**src/rtl/xl_pkg.sv**
```systemverilog
package xl_pkg;
  localparam int NUM_DIRS = 3;
  localparam int NUM_NS   = 2;

  typedef enum int {DIR_N = 0, DIR_S = 1, DIR_E = 2} dir_e;

  typedef struct packed {
    logic turn_on;
    logic turn_off;
  } light_evt_t;
endpackage

```
**src/rtl/xl_req_flag.sv**
```systemverilog
module xl_req_flag (
  input  logic clk,
  input  logic rst_n,
  input  logic sense,
  input  logic clear,
  output logic req
);
  // Clearing when the light drops wins over a new sighting.
  always_ff @(posedge clk) begin
    if (!rst_n)     req <= 1'b0;
    else if (clear) req <= 1'b0;
    else if (sense) req <= 1'b1;
  end
endmodule

```
**src/rtl/xl_ns_light.sv**
```systemverilog
module xl_ns_light
  import xl_pkg::*;
(
  input  logic       clk,
  input  logic       rst_n,
  input  logic       req,
  input  logic       sense,
  input  logic       east_req,
  output logic       go,
  output light_evt_t evt
);
  always_comb begin
    evt.turn_on  = req & ~go & ~east_req;
    evt.turn_off = go & ~sense;
  end

  always_ff @(posedge clk) begin
    if (!rst_n)            go <= 1'b0;
    else if (evt.turn_on)  go <= 1'b1;
    else if (evt.turn_off) go <= 1'b0;
  end
endmodule

```
**src/rtl/xl_east_light.sv**
```systemverilog
module xl_east_light
  import xl_pkg::*;
(
  input  logic       clk,
  input  logic       rst_n,
  input  logic       req,
  input  logic       sense,
  input  logic       lock,
  output logic       go,
  output light_evt_t evt
);
  always_comb begin
    evt.turn_on  = req & ~lock & ~go;
    evt.turn_off = go & ~sense;
  end

  always_ff @(posedge clk) begin
    if (!rst_n)            go <= 1'b0;
    else if (evt.turn_on)  go <= 1'b1;
    else if (evt.turn_off) go <= 1'b0;
  end
endmodule

```
**src/rtl/xl_lock_ctrl.sv**
```systemverilog
module xl_lock_ctrl
  import xl_pkg::*;
(
  input  logic       clk,
  input  logic       rst_n,
  input  light_evt_t n_evt,
  input  light_evt_t s_evt,
  input  logic       go_n,
  input  logic       go_s,
  input  logic       sense_s,
  output logic       lock
);
  logic grab, n_release, s_release;

  always_comb begin
    grab      = n_evt.turn_on | s_evt.turn_on;
    // North releases if south is already red or is dropping at the same edge.
    n_release = n_evt.turn_off & (~go_s | ~sense_s);
    // South releases only if north is red and is not about to go green.
    s_release = s_evt.turn_off & ~go_n & ~n_evt.turn_on;
  end

  always_ff @(posedge clk) begin
    if (!rst_n)                     lock <= 1'b0;
    else if (grab)                  lock <= 1'b1;
    else if (n_release | s_release) lock <= 1'b0;
  end
endmodule

```
**src/rtl/xing_light_ctrl.sv**
```systemverilog
module xing_light_ctrl
  import xl_pkg::*;
(
  input  logic clk,
  input  logic rst_n,
  input  logic car_n,
  input  logic car_s,
  input  logic car_e,
  output logic go_n,
  output logic go_s,
  output logic go_e
);
  logic [NUM_DIRS-1:0] sense_v;
  logic [NUM_DIRS-1:0] req_v;
  logic [NUM_DIRS-1:0] go_v;
  light_evt_t          evt [NUM_DIRS];
  logic                lock_q;

  assign sense_v = {car_e, car_s, car_n};

  for (genvar d = 0; d < NUM_DIRS; d++) begin : g_req
    xl_req_flag u_req (
      .clk   (clk),
      .rst_n (rst_n),
      .sense (sense_v[d]),
      .clear (evt[d].turn_off),
      .req   (req_v[d])
    );
  end

  for (genvar d = 0; d < NUM_NS; d++) begin : g_ns
    xl_ns_light u_ns (
      .clk      (clk),
      .rst_n    (rst_n),
      .req      (req_v[d]),
      .sense    (sense_v[d]),
      .east_req (req_v[DIR_E]),
      .go       (go_v[d]),
      .evt      (evt[d])
    );
  end

  xl_east_light u_east (
    .clk   (clk),
    .rst_n (rst_n),
    .req   (req_v[DIR_E]),
    .sense (sense_v[DIR_E]),
    .lock  (lock_q),
    .go    (go_v[DIR_E]),
    .evt   (evt[DIR_E])
  );

  xl_lock_ctrl u_lock (
    .clk     (clk),
    .rst_n   (rst_n),
    .n_evt   (evt[DIR_N]),
    .s_evt   (evt[DIR_S]),
    .go_n    (go_v[DIR_N]),
    .go_s    (go_v[DIR_S]),
    .sense_s (sense_v[DIR_S]),
    .lock    (lock_q)
  );

  assign go_n = go_v[DIR_N];
  assign go_s = go_v[DIR_S];
  assign go_e = go_v[DIR_E];
endmodule

```
**config.mk**
```make
export PLATFORM = sky130hd
export DESIGN_NAME = xing_light_ctrl
export DESIGN_NICKNAME = d
export VERILOG_FILES = /design/src/rtl/xl_pkg.sv /design/src/rtl/xl_req_flag.sv /design/src/rtl/xl_ns_light.sv /design/src/rtl/xl_east_light.sv /design/src/rtl/xl_lock_ctrl.sv /design/src/rtl/xing_light_ctrl.sv
export SDC_FILE = /design/constraint.sdc
export NUM_CORES = 1
export LEC_CHECK = 0
export BUFFER_PORTS_ARGS = -buffer_cell sky130_fd_sc_hd__buf_4
export CORE_AREA = 2 2 39 41
export DETAILED_ROUTE_END_ITERATION = 10
export DIE_AREA = 0 0 41 43
export GPL_ROUTABILITY_DRIVEN = 0
export PLACE_DENSITY = 0.5
export SETUP_SLACK_MARGIN = 0.05
export SLEW_MARGIN = 20
export SYNTH_ARGS = -nofsm -noshare
export SYNTH_HDL_FRONTEND = slang
export SYNTH_HIERARCHICAL = 1
export SYNTH_SLANG_ARGS = --single-unit
```
**constraint.sdc**
```tcl
create_clock -name clk -period 1.5 [get_ports clk]
set_clock_uncertainty 0.2 [all_clocks]
set_input_delay 0.225 -clock clk [delete_from_list [all_inputs] [get_ports clk]]
set_output_delay 0.225 -clock clk [all_outputs]
set_load 0.005 [all_outputs]
```
; ---- Yosys cells after proc, flatten, opt, wreduce, memory -nomap -nowiden
; Index checks and enable logic that the tools add are counted.
[classes]
n_mux = 8
bitwise = 25
n_reduce_logical = 7
[ops]
columns = cell, count
row1 = $and A1 B1 Y1, 12
row2 = $not A1 Y1, 10
row3 = $mux W1, 8
row4 = $reduce_bool A2 Y1, 4
row5 = $reduce_or A2 Y1, 3
row6 = $or A1 B1 Y1, 3
[totals]
register_bits = 7
inputBits = 5
output_inout_bits = 3
word_cells = 47

; ---- Depth between registers and ports, before layout
; Gate-level depths: netlist (run 1).
[depth]
word_depth = 8
ltp_mapped = 3
mapped_depth_nobuf = 3

; ---- By module
; The synthesis (run 1) kept the hierarchy.
[by_module_without_submodules]
columns = mod, instances, cells_each, area_per_inst_um2, seq_area_each_um2
row1 = xl_req_flag, 3, 3, 36.3, 20.0
row2 = xl_ns_light, 2, 5, 52.6, 20.0
row3 = xl_east_light, 1, 5, 52.6, 20.0
row4 = xl_lock_ctrl, 1, 6, 50.0, 20.0

; ---- Least setup slack after synthesis (run 1)
; Ideal clock, no wire load.
[synth_path]
path_kind = register to register
from = register g_ns[0].u_ns.go
to = register u_lock.lock
setup_time_ns = 0.124
arrival_time_ns = 0.800
required_ns = 1.176
setup_slack_ns = 0.376
stages_incl_launch_ff = 4
synth_period_minus_slack_ns = 1.124
cell_sequence = dfxtp_1 -> nor2b_1 -> a21boi_1 -> o31ai_1
[synth_rtl]
columns = item, line_no
row1 = from (decl), xl_ns_light.sv:9  ; output logic go,
row2 = from (signal assigned), xl_ns_light.sv:18  ; if (!rst_n) go <= 1'b0;
row3 = from (signal assigned), xl_ns_light.sv:19  ; else if (evt.turn_on) go <= 1'b1;
row4 = from (signal assigned), xl_ns_light.sv:20  ; else if (evt.turn_off) go <= 1'b0;
row5 = to (signal assigned), xl_lock_ctrl.sv:24  ; if (!rst_n) lock <= 1'b0;
row6 = to (signal assigned), xl_lock_ctrl.sv:25  ; else if (grab) lock <= 1'b1;
row7 = to (signal assigned), xl_lock_ctrl.sv:26  ; else if (n_release | s_release) lock <= 1'b0;
row8 = to (decl), xl_lock_ctrl.sv:11  ; output logic lock

==> impl_metrics.yaml, run 1 <==
synth:
  yosys-top-cells-area: "dfxtp_1, nor3b_2, nor2b_1"
  avgSynthCellArea_um2: 10.6
  synthSimpleGateAreaFrac: 0.423
  yosys.area_share.adder: 0
  ys_types: 10
  synth_top_area_cell: "dfxtp_1"
  muxShareOfSynthArea: 0
  synthCells: 30
  synth_top_area_frac: 0.443
  ys_warn_count: 6
  ys_ff_latch: 7
  synth_top_family_by_area: "simple AND/OR/NAND/NOR gates"
  synth_xor_area_frac: 0
  syn_area_um2: 317
  ys_seq_area_frac: 0.443
  syn-num-nets: 35
  synth_compound_area_frac: 0.134
clock_tree:
  root_buffer: "clkbuf_4"
  post_cts_buffers: 0
  cts.repair.resized: 0
  clkTransAtPathRegs_ps: 60
  postCtsHoldBufs: 0
  worstSkewPairLatency_ps: 250
  htree_levels: 1
  cts_made_buffers: 3
  cts_tree: "built"
  clockBufferDepth: 2
  cts.sinks: 7
grt:
  grt_pass1_wl_mm: 1.01
  grt_pass1_vias: 244
  use_met1: 0.104
  busiest_layer: "met2"
  grt_max_degree: 9
  met2_usage: 0.131
  antenna_found_initial: 0
  globalRouteMet3Util: 0.0314
  gr-usage-all-layers: 0.0957
  overflow: 0
routing:
  via_per_inst: 4.30
  drt-initial-drc-count: 3
  ant_nets: 0
  dr.pass1.iters: 2
  vias: 245
  wl_per_cell_um: 11.1
  wl_um: 630
  drc: 0
power:
  power.internal_w: 0.000343
  pwr-share-seq: 0.482
  netSwitchingFraction: 0.245
  p_leak_nw: 0.176
  p_sw_w: 0.000111
  clockPowerShare: 0.385
  p_comb_frac: 0.133
  ir_drop_uv: 326
  power.density_nw_per_um2: 1090
sta:
  maxSlewHeadroom: 0.845
  worst_slew_pin_slew_ps: 232
  finalHoldViolations: 0
  fmax_mhz: 786
  rsz0062_at_grt: "no"
  whs_ps: 28.4
  fin_crit_ps: 1270
  drv_slew: 0
  fin_crit_sh: 0.849
  fin_setup_tns_ps: 0
  setup_violations: 0
floorplan:
  die_y_um: 43
  core_area_um2: 1380
  dieWidth_um: 41
  ios: 8
  initial_utilization: 0.229
  row_count: 14
  die-area_um2: 1760
worst_setup_path:
  critical_path_required_ps: 1440
  crit_buf_inv: 0
  crit_type: "reg -> reg"
  crit_chain: "nor2b_1 -> a21boi_1 -> o31ai_1"
  critPathSlowestCell: "dfxtp_1"
  critical_path_arrival_ps: 1210
  end_kind: "register"
  crit_family: "flip-flops"
  cp_max_fo: 5
  start_kind: "register"
  critPathMaxStageDelay_ps: 390
placement:
  hpwlAfterDp_um: 507
  dp.cells: 53
  dpl-instance-area_um2: 389
  io_buffers: 7
finish:
  final_cell_mix: "dfxtp_1, buf_4, nor3b_2, nor2b_1"
  diodes: 0
  fillers: 149
  final_nets: 47
  final_cell_count_no_fill: 57
  design_area_um2: 415
  area_growth_pct: 31.2
  drive_gt1_frac: 0.390
status:
  status: "completed"
hold_path:
  hp-class: "in -> reg"
run:
  max-cap-violations: 0
-- layer usage --
layer | share of wire | up-vias | wire (µm)
met1 | 0.39 | 112 | 248
li1 | - | 128 | -
met4 | 0 | 0 | 0
met5 | 0 | - | 0
met2 | 0.54 | 5 | 338
met3 | 0.068 | 0 | 43
-- area by class of cell --
| type | instances | area [µm²] | area share |
|---|---|---|---|
| clock buffer | 4 | 26.3 | 0.0633 |
| multi-input combinational | 23 | 176 | 0.425 |
| sequential | 7 | 140 | 0.337 |
| tap | 16 | 20.0 | 0.0482 |
| timing repair buffer | 7 | 52.6 | 0.127 |
-- metrics by stage --
stage	util	power, W	setup slack, ps
final	0.300	0.000454	227
after global routing	0.300	0.000477	130
after CTS	0.300	0.000467	233
after global placement	0.281	0.000280	303
after floorplan	-	0.000254	376
after detailed placement	0.281	0.000285	240
-- power groups by stage --
stage / sequential [W] / combinational (W) / clock, W
2_1_floorplan: 0.000220 / 0.0000342 / 0
3_3_place_gp: 0.000222 / 0.0000582 / 0
3_5_place_dp: 0.000223 / 0.0000616 / 0
4_1_cts: 0.000219 / 0.0000616 / 0.000186
5_1_grt: 0.000221 / 0.0000663 / 0.000190
6_report: 0.000219 / 0.0000603 / 0.000175
-- worst paths after layout --
kind / startpoint / endpoint / slack, ps / cells past startpoint
min reg2reg: u_lock/lock / u_lock/lock / 280 / 2
min: rst_n / g_ns[1].u_ns/go / 30 / 2
max reg2reg: g_ns[0].u_ns/go / u_lock/lock / 230 / 3
max: g_ns[0].u_ns/go / u_lock/lock / 230 / 3
-- kinds of logic after synthesis --
family             count (synthesis)
DFF                                7
AOI/OAI and AO/OA                  6
and+or+nand+nor                   17
-- flip-flops by register name, summed over array words and instances (netlist names) --
signal,cells
g_req.u_req/req,3
g_ns.u_ns/go,2
u_east/go,1
u_lock/lock,1
-- cell usage after synthesis (all sizes together) --
cell,number
dfxtp,7
nor2b,4
nor3b,6
o21a,3
and2,3
nor2,3
nand2,1
o31ai,1
o21ai,1
a21boi,1
-- worst register-to-register path: stages, from the launching register on --
cell      delay (ps)
dfxtp_1          390
nor2b_1          260
a21boi_1         230
o31ai_1           90
Note: power is estimated with default switching activity, not from simulation.
==> run 2: changes to the inputs <==
--- a/config.mk
+++ b/config.mk
@@ -5,12 +5,13 @@
 export SDC_FILE = /design/constraint.sdc
 export NUM_CORES = 1
 export LEC_CHECK = 0
+export ABC_AREA = 1
 export BUFFER_PORTS_ARGS = -buffer_cell sky130_fd_sc_hd__buf_4
 export CORE_AREA = 2 2 39 41
 export DETAILED_ROUTE_END_ITERATION = 10
 export DIE_AREA = 0 0 41 43
 export GPL_ROUTABILITY_DRIVEN = 0
-export PLACE_DENSITY = 0.5
+export PLACE_DENSITY = 0.53
 export SETUP_SLACK_MARGIN = 0.05
 export SLEW_MARGIN = 20
 export SYNTH_ARGS = -nofsm -noshare
==> constraint.sdc (replaced) <==
create_clock -name clk -period 1 [get_ports clk]
set_clock_uncertainty 0.2 [all_clocks]
set_input_delay 0.15 -clock clk [delete_from_list [all_inputs] [get_ports clk]]
set_output_delay 0.15 -clock clk [all_outputs]
set_load 0.005 [all_outputs]
==> run 2 against run 1 <==
The flow now finishes with violations (negative hold slack, negative setup slack). Critical path depth down 2. Wire length up 9.7%. Utilization up 6.8 points. Critical path type is now reg -> out. Via count up 33%. Global-route usage up 0.62 points. Area after synthesis up 2.4%. Total power up 68%. Cell area up 23%. First-iteration DRC count up 33%. Final cell count up 47%. Sequential cell count unchanged. Critical endpoint is now go_s.
==> impl_metrics.yaml, run 2 <==
worst_setup_path:
  crit_buf_inv: 1
  cp_max_fo: 4
  crit_type: "reg -> out"
  critPathSlowestCell: "dfxtp_4"
  r2r_slack_ps: -30
  cp.depth: 1
  end_kind: "output port"
  crit_family: "flip-flops"
  critical_path_arrival_ps: 720
  start_kind: "register"
  critical_path_required_ps: 650
  crit_chain: "buf_6"
  r2r_cells: 5
  critPathMaxStageDelay_ps: 360
floorplan:
  initial_utilization: 0.234
  dieWidth_um: 41
  die-area_um2: 1760
  ios: 8
  row_count: 14
  core_area_um2: 1380
  die_y_um: 43
finish:
  top_register: "g_req.u_req/req"
  final_nets: 74
  final_cell_mix: "nand2_1, nor2_1, inv_1, buf_4, inv_2"
  drive_gt1_frac: 0.456
  final_cell_count_no_fill: 84
  area_growth_pct: 57.1
  largest_reg_flops: 3
  reg.largest.list: "g_req.u_req/req (3), g_ns.u_ns/go (2)"
  diodes: 0
  fillers: 157
placement:
  dp.cells: 76
  hpwlAfterDp_um: 465
  io_buffers: 7
grt:
  overflow: 0
  grt_pass1_wl_mm: 1.18
  antenna_found_initial: 0
  grt_max_degree: 8
  gr-usage-all-layers: 0.102
  grt_pass1_vias: 311
sta:
  drv_slew: 0
  whs_ps: -68.5
  setup_violations: 4
  rsz0062_at_grt: "yes"
  setup_slack_ps: -72.2
  finalHoldViolations: 7
  maxSlewHeadroom: 0.923
  fin_crit_ps: 1070
  fin_crit_sh: 1.07
  fmax_mhz: 933
  worst_slew_pin_slew_ps: 114
clock_tree:
  clkTransAtPathRegs_ps: 50
  htree_levels: 1
  worstSkewPairLatency_ps: 250
  cts_tree: "built"
  root_buffer: "clkbuf_4"
  clockBufferDepth: 2
  cts.sinks: 7
  cts_made_buffers: 3
hold_path:
  hp-class: "in -> reg"
  whs_path_depth: 3
power:
  pwr-share-seq: 0.439
  power.density_nw_per_um2: 1500
  p_comb_frac: 0.214
  power.internal_w: 0.000552
  ir_drop_uv: 817
  p_leak_nw: 0.278
  clockPowerShare: 0.347
  finalPower_w: 0.000763
  netSwitchingFraction: 0.276
  p_sw_w: 0.000210
synth:
  syn_area_um2: 324
  ys_warn_count: 6
  avgSynthCellArea_um2: 6.23
  syn-num-nets: 57
  synthCells: 52
routing:
  vias: 326
  drt-initial-drc-count: 4
  via_per_inst: 3.88
  ant_nets: 0
  drc: 0
  wl_per_cell_um: 8.23
  dr.pass1.iters: 2
  wl_um: 691
run:
  max-cap-violations: 0
status:
  status: "finished with violations"
  failed_checks: "negative hold slack, negative setup slack"
-- run 2: cell count changes in the layout (fill, tap and decap cells not counted), moves of 4 or more --
cell,delta
nor3b_2,-6
nor2b_1,-4
nand2_1,+10
buf_6,+4
inv_1,+9
nor2_1,+8
dfxtp_1,-4
inv_2,+5
-- run 2: layer usage --
metal / global-route usage / wire (µm) / vias to the layer above
met4: 0.0600 / 0 / 0
li1: - / - / 179
met2: 0.141 / 343 / 4
met1: 0.124 / 322 / 143
met5: 0 / 0 / -
met3: 0.0471 / 26 / 0
-- run 2: what timing repair did --
action | 4_1_cts | 5_1_grt
hold endpoints to repair | 7 | 7
endpoints found under the setup margin | 4 | 8
pin swaps | 2 | 5
setup buffers | 3 | 1
resized for setup | 6 | 13
-- run 2: metrics by stage --
stage          TNS (ps)   util  hold slack, ps  area [µm²]  setup slack, ps
5_1_grt            -343  0.368           -61.0         509            -97.7
3_3_place_gp          0  0.295             181         408             23.6
6_report           -200  0.368           -68.5         509            -72.2
2_1_floorplan         0      -            62.9         328             55.6
3_5_place_dp          0  0.295             191         408             9.57
4_1_cts            -196  0.343           -87.9         474            -71.3
-- run 2: worst paths after layout --
check	start	end
min reg2reg	u_lock/lock	u_lock/lock
max	g_ns[1].u_ns/go	go_s
max reg2reg	g_ns[1].u_ns/go	u_lock/lock
min	car_e	g_req[2].u_req/req
-- run 2: area by class of cell --
class / count / area (µm²) / share of cell area
Inverter: 14 / 52.6 / 0.103
Tap cell: 16 / 20.0 / 0.0393
Sequential cell: 7 / 150 / 0.295
Timing Repair Buffer: 12 / 105 / 0.206
Clock buffer: 4 / 26.3 / 0.0516
Multi-Input combinational cell: 31 / 155 / 0.305
-- run 2: power groups by stage --
stage	clock network (W)	logic, W	registers [W]
detailed placement	0	0.000116	0.000339
CTS	0.000275	0.000145	0.000334
global placement	0	0.000116	0.000339
floorplan	0	0.0000665	0.000336
global route	0.000296	0.000184	0.000339
finish	0.000264	0.000163	0.000335
==> run 3: changes to the inputs <==
--- a/config.mk
+++ b/config.mk
@@ -7,11 +7,12 @@
 export LEC_CHECK = 0
 export ABC_AREA = 1
 export BUFFER_PORTS_ARGS = -buffer_cell sky130_fd_sc_hd__buf_4
-export CORE_AREA = 2 2 39 41
+export CORE_AREA = 4 4 41 43
 export DETAILED_ROUTE_END_ITERATION = 10
-export DIE_AREA = 0 0 41 43
+export DIE_AREA = 0 0 45 47
 export GPL_ROUTABILITY_DRIVEN = 0
-export PLACE_DENSITY = 0.53
+export HOLD_SLACK_MARGIN = 0.06
+export PLACE_DENSITY = 0.51
 export SETUP_SLACK_MARGIN = 0.05
 export SLEW_MARGIN = 20
 export SYNTH_ARGS = -nofsm -noshare
==> constraint.sdc (replaced) <==
create_clock -name clk -period 1.3 [get_ports clk]
set_clock_uncertainty 0.2 [all_clocks]
set_input_delay 0.195 -clock clk [delete_from_list [all_inputs] [get_ports clk]]
set_output_delay 0.195 -clock clk [all_outputs]
set_load 0.005 [all_outputs]
==> run 3 against run 2 <==
The run now ends clean. Cell area down 7.6%. Combinational power down 41%. Global-route usage down 1.5 points. Via count down 0.31%. Largest cell class is now registers.
==> impl_metrics.yaml, run 3 (synthesis results as in run 2) <==
status:
  status: "completed"
floorplan:
  initial_utilization: 0.249
  die-area_um2: 2120
  ios: 8
  core_area_um2: 1300
  dieWidth_um: 45
  row_count: 13
  die_y_um: 47
run:
  max-cap-violations: 0
grt:
  antenna_found_initial: 0
  grt_pass1_wl_mm: 1.19
  overflow: 0
  grt_max_degree: 8
  gr-usage-all-layers: 0.0865
  grt_pass1_vias: 283
worst_setup_path:
  crit_type: "in -> reg"
  critical_path_required_ps: 1240
  critical_path_arrival_ps: 1160
  start_kind: "primary input"
  cp_max_fo: 2
  end_kind: "register"
  critPathMaxStageDelay_ps: 530
  critPathSlowestCell: "dlygate4sd3_1"
  crit_chain: "dlygate4sd3_1 -> buf_4 -> inv_2 -> nand2_2 -> inv_2 -> nand2_2 -> nand3_2 -> a21oi_2"
sta:
  rsz0062_at_grt: "no"
  fin_crit_ps: 1210
  fin_crit_sh: 0.934
  setup_violations: 0
  fin_setup_tns_ps: 0
  finalHoldViolations: 0
  drv_slew: 0
  worst_slew_pin_slew_ps: 160
  fmax_mhz: 824
  maxSlewHeadroom: 0.893
finish:
  largest_reg_flops: 3
  fillers: 162
  final_cell_count_no_fill: 82
  reg.largest.list: "g_req.u_req/req (3), g_ns.u_ns/go (2)"
  area_growth_pct: 45.2
  diodes: 0
  top_register: "g_req.u_req/req"
  fin_util: 0.362
  final_cell_mix: "inv_1, nand2_1, nor2_1, buf_4, dfxtp_1"
  drive_gt1_frac: 0.254
  final_nets: 73
routing:
  wl_per_cell_um: 7.91
  wl_um: 649
  ant_nets: 0
  dr.pass1.iters: 2
  vias: 325
  via_per_inst: 3.96
  drt-initial-drc-count: 10
  drc: 0
clock_tree:
  htree_levels: 1
  root_buffer: "clkbuf_4"
  cts_tree: "built"
  cts_made_buffers: 3
  clockBufferDepth: 2
  post_cts_buffers: 0
  clkTransAtPathRegs_ps: 50
  worstSkewPairLatency_ps: 250
  cts.sinks: 7
placement:
  io_buffers: 7
  dp.cells: 74
  hpwlAfterDp_um: 482
hold_path:
  hp-class: "in -> reg"
power:
  ir_drop_uv: 587
  p_leak_nw: 0.261
  power.density_nw_per_um2: 1160
-- run 3: critical path, delay by kind of cell --
kind | cells | cell delay, ps
AOI/OAI and AO/OA | 1 | 40
buffers and inverters | 4 | 770
and+or+nand+nor | 3 | 150
-- run 3: repair_timing --
item / CTS / global route
gates resized for setup: 0 / 6
setup endpoints to repair: 0 / 4
hold endpoints to repair: 7 / 0
hold buffers: 4 / 0
-- run 3: final cells by class --
class | count | area [µm²] | share of cell area
Sequential cell | 7 | 141 | 0.301
Multi-Input combinational cell | 31 | 136 | 0.290
Timing Repair Buffer | 11 | 95.1 | 0.202
Inverter | 14 | 52.6 | 0.112
Clock buffer | 4 | 26.3 | 0.0559
Tap cell | 15 | 18.8 | 0.0399
-- run 3: metal layers --
metal	track usage	up-vias	wire (µm)
met5	0	-	0
met4	0.0526	0	0
met3	0.0728	0	56
met2	0.119	8	283
met1	0.0899	141	309
li1	-	176	-
-- run 3: worst paths after layout --
check | startpoint | end | slack [ps] | cells past startpoint
worst min register to register | u_lock/lock | u_lock/lock | 280 | 2
worst max-delay path | car_n | u_lock/lock | 90 | 8
worst min-delay path | car_s | g_ns[1].u_ns/go | 90 | 5
worst max register to register | g_ns[1].u_ns/go | u_lock/lock | 240 | 5
-- run 3: power breakdown --
part / total, W / internal (W) / switching (W)
Combinational: 0.0000964 / 0.0000524 / 0.0000441
Sequential: 0.000257 / 0.000237 / 0.0000198
Clock: 0.000194 / 0.000117 / 0.0000767
Total: 0.000547 / 0.000406 / 0.000141
-- run 3: metrics by stage --
stage | area, µm² | hold slack, ps | total power (W) | worst slack [ps]
floorplan | 324 | 115 | 0.000308 | 309
global placement | 395 | 225 | 0.000345 | 256
detailed placement | 395 | 231 | 0.000345 | 248
CTS | 462 | 83.4 | 0.000558 | 62.2
global route | 470 | 105 | 0.000594 | 50.6
finish | 470 | 91.3 | 0.000547 | 85.8
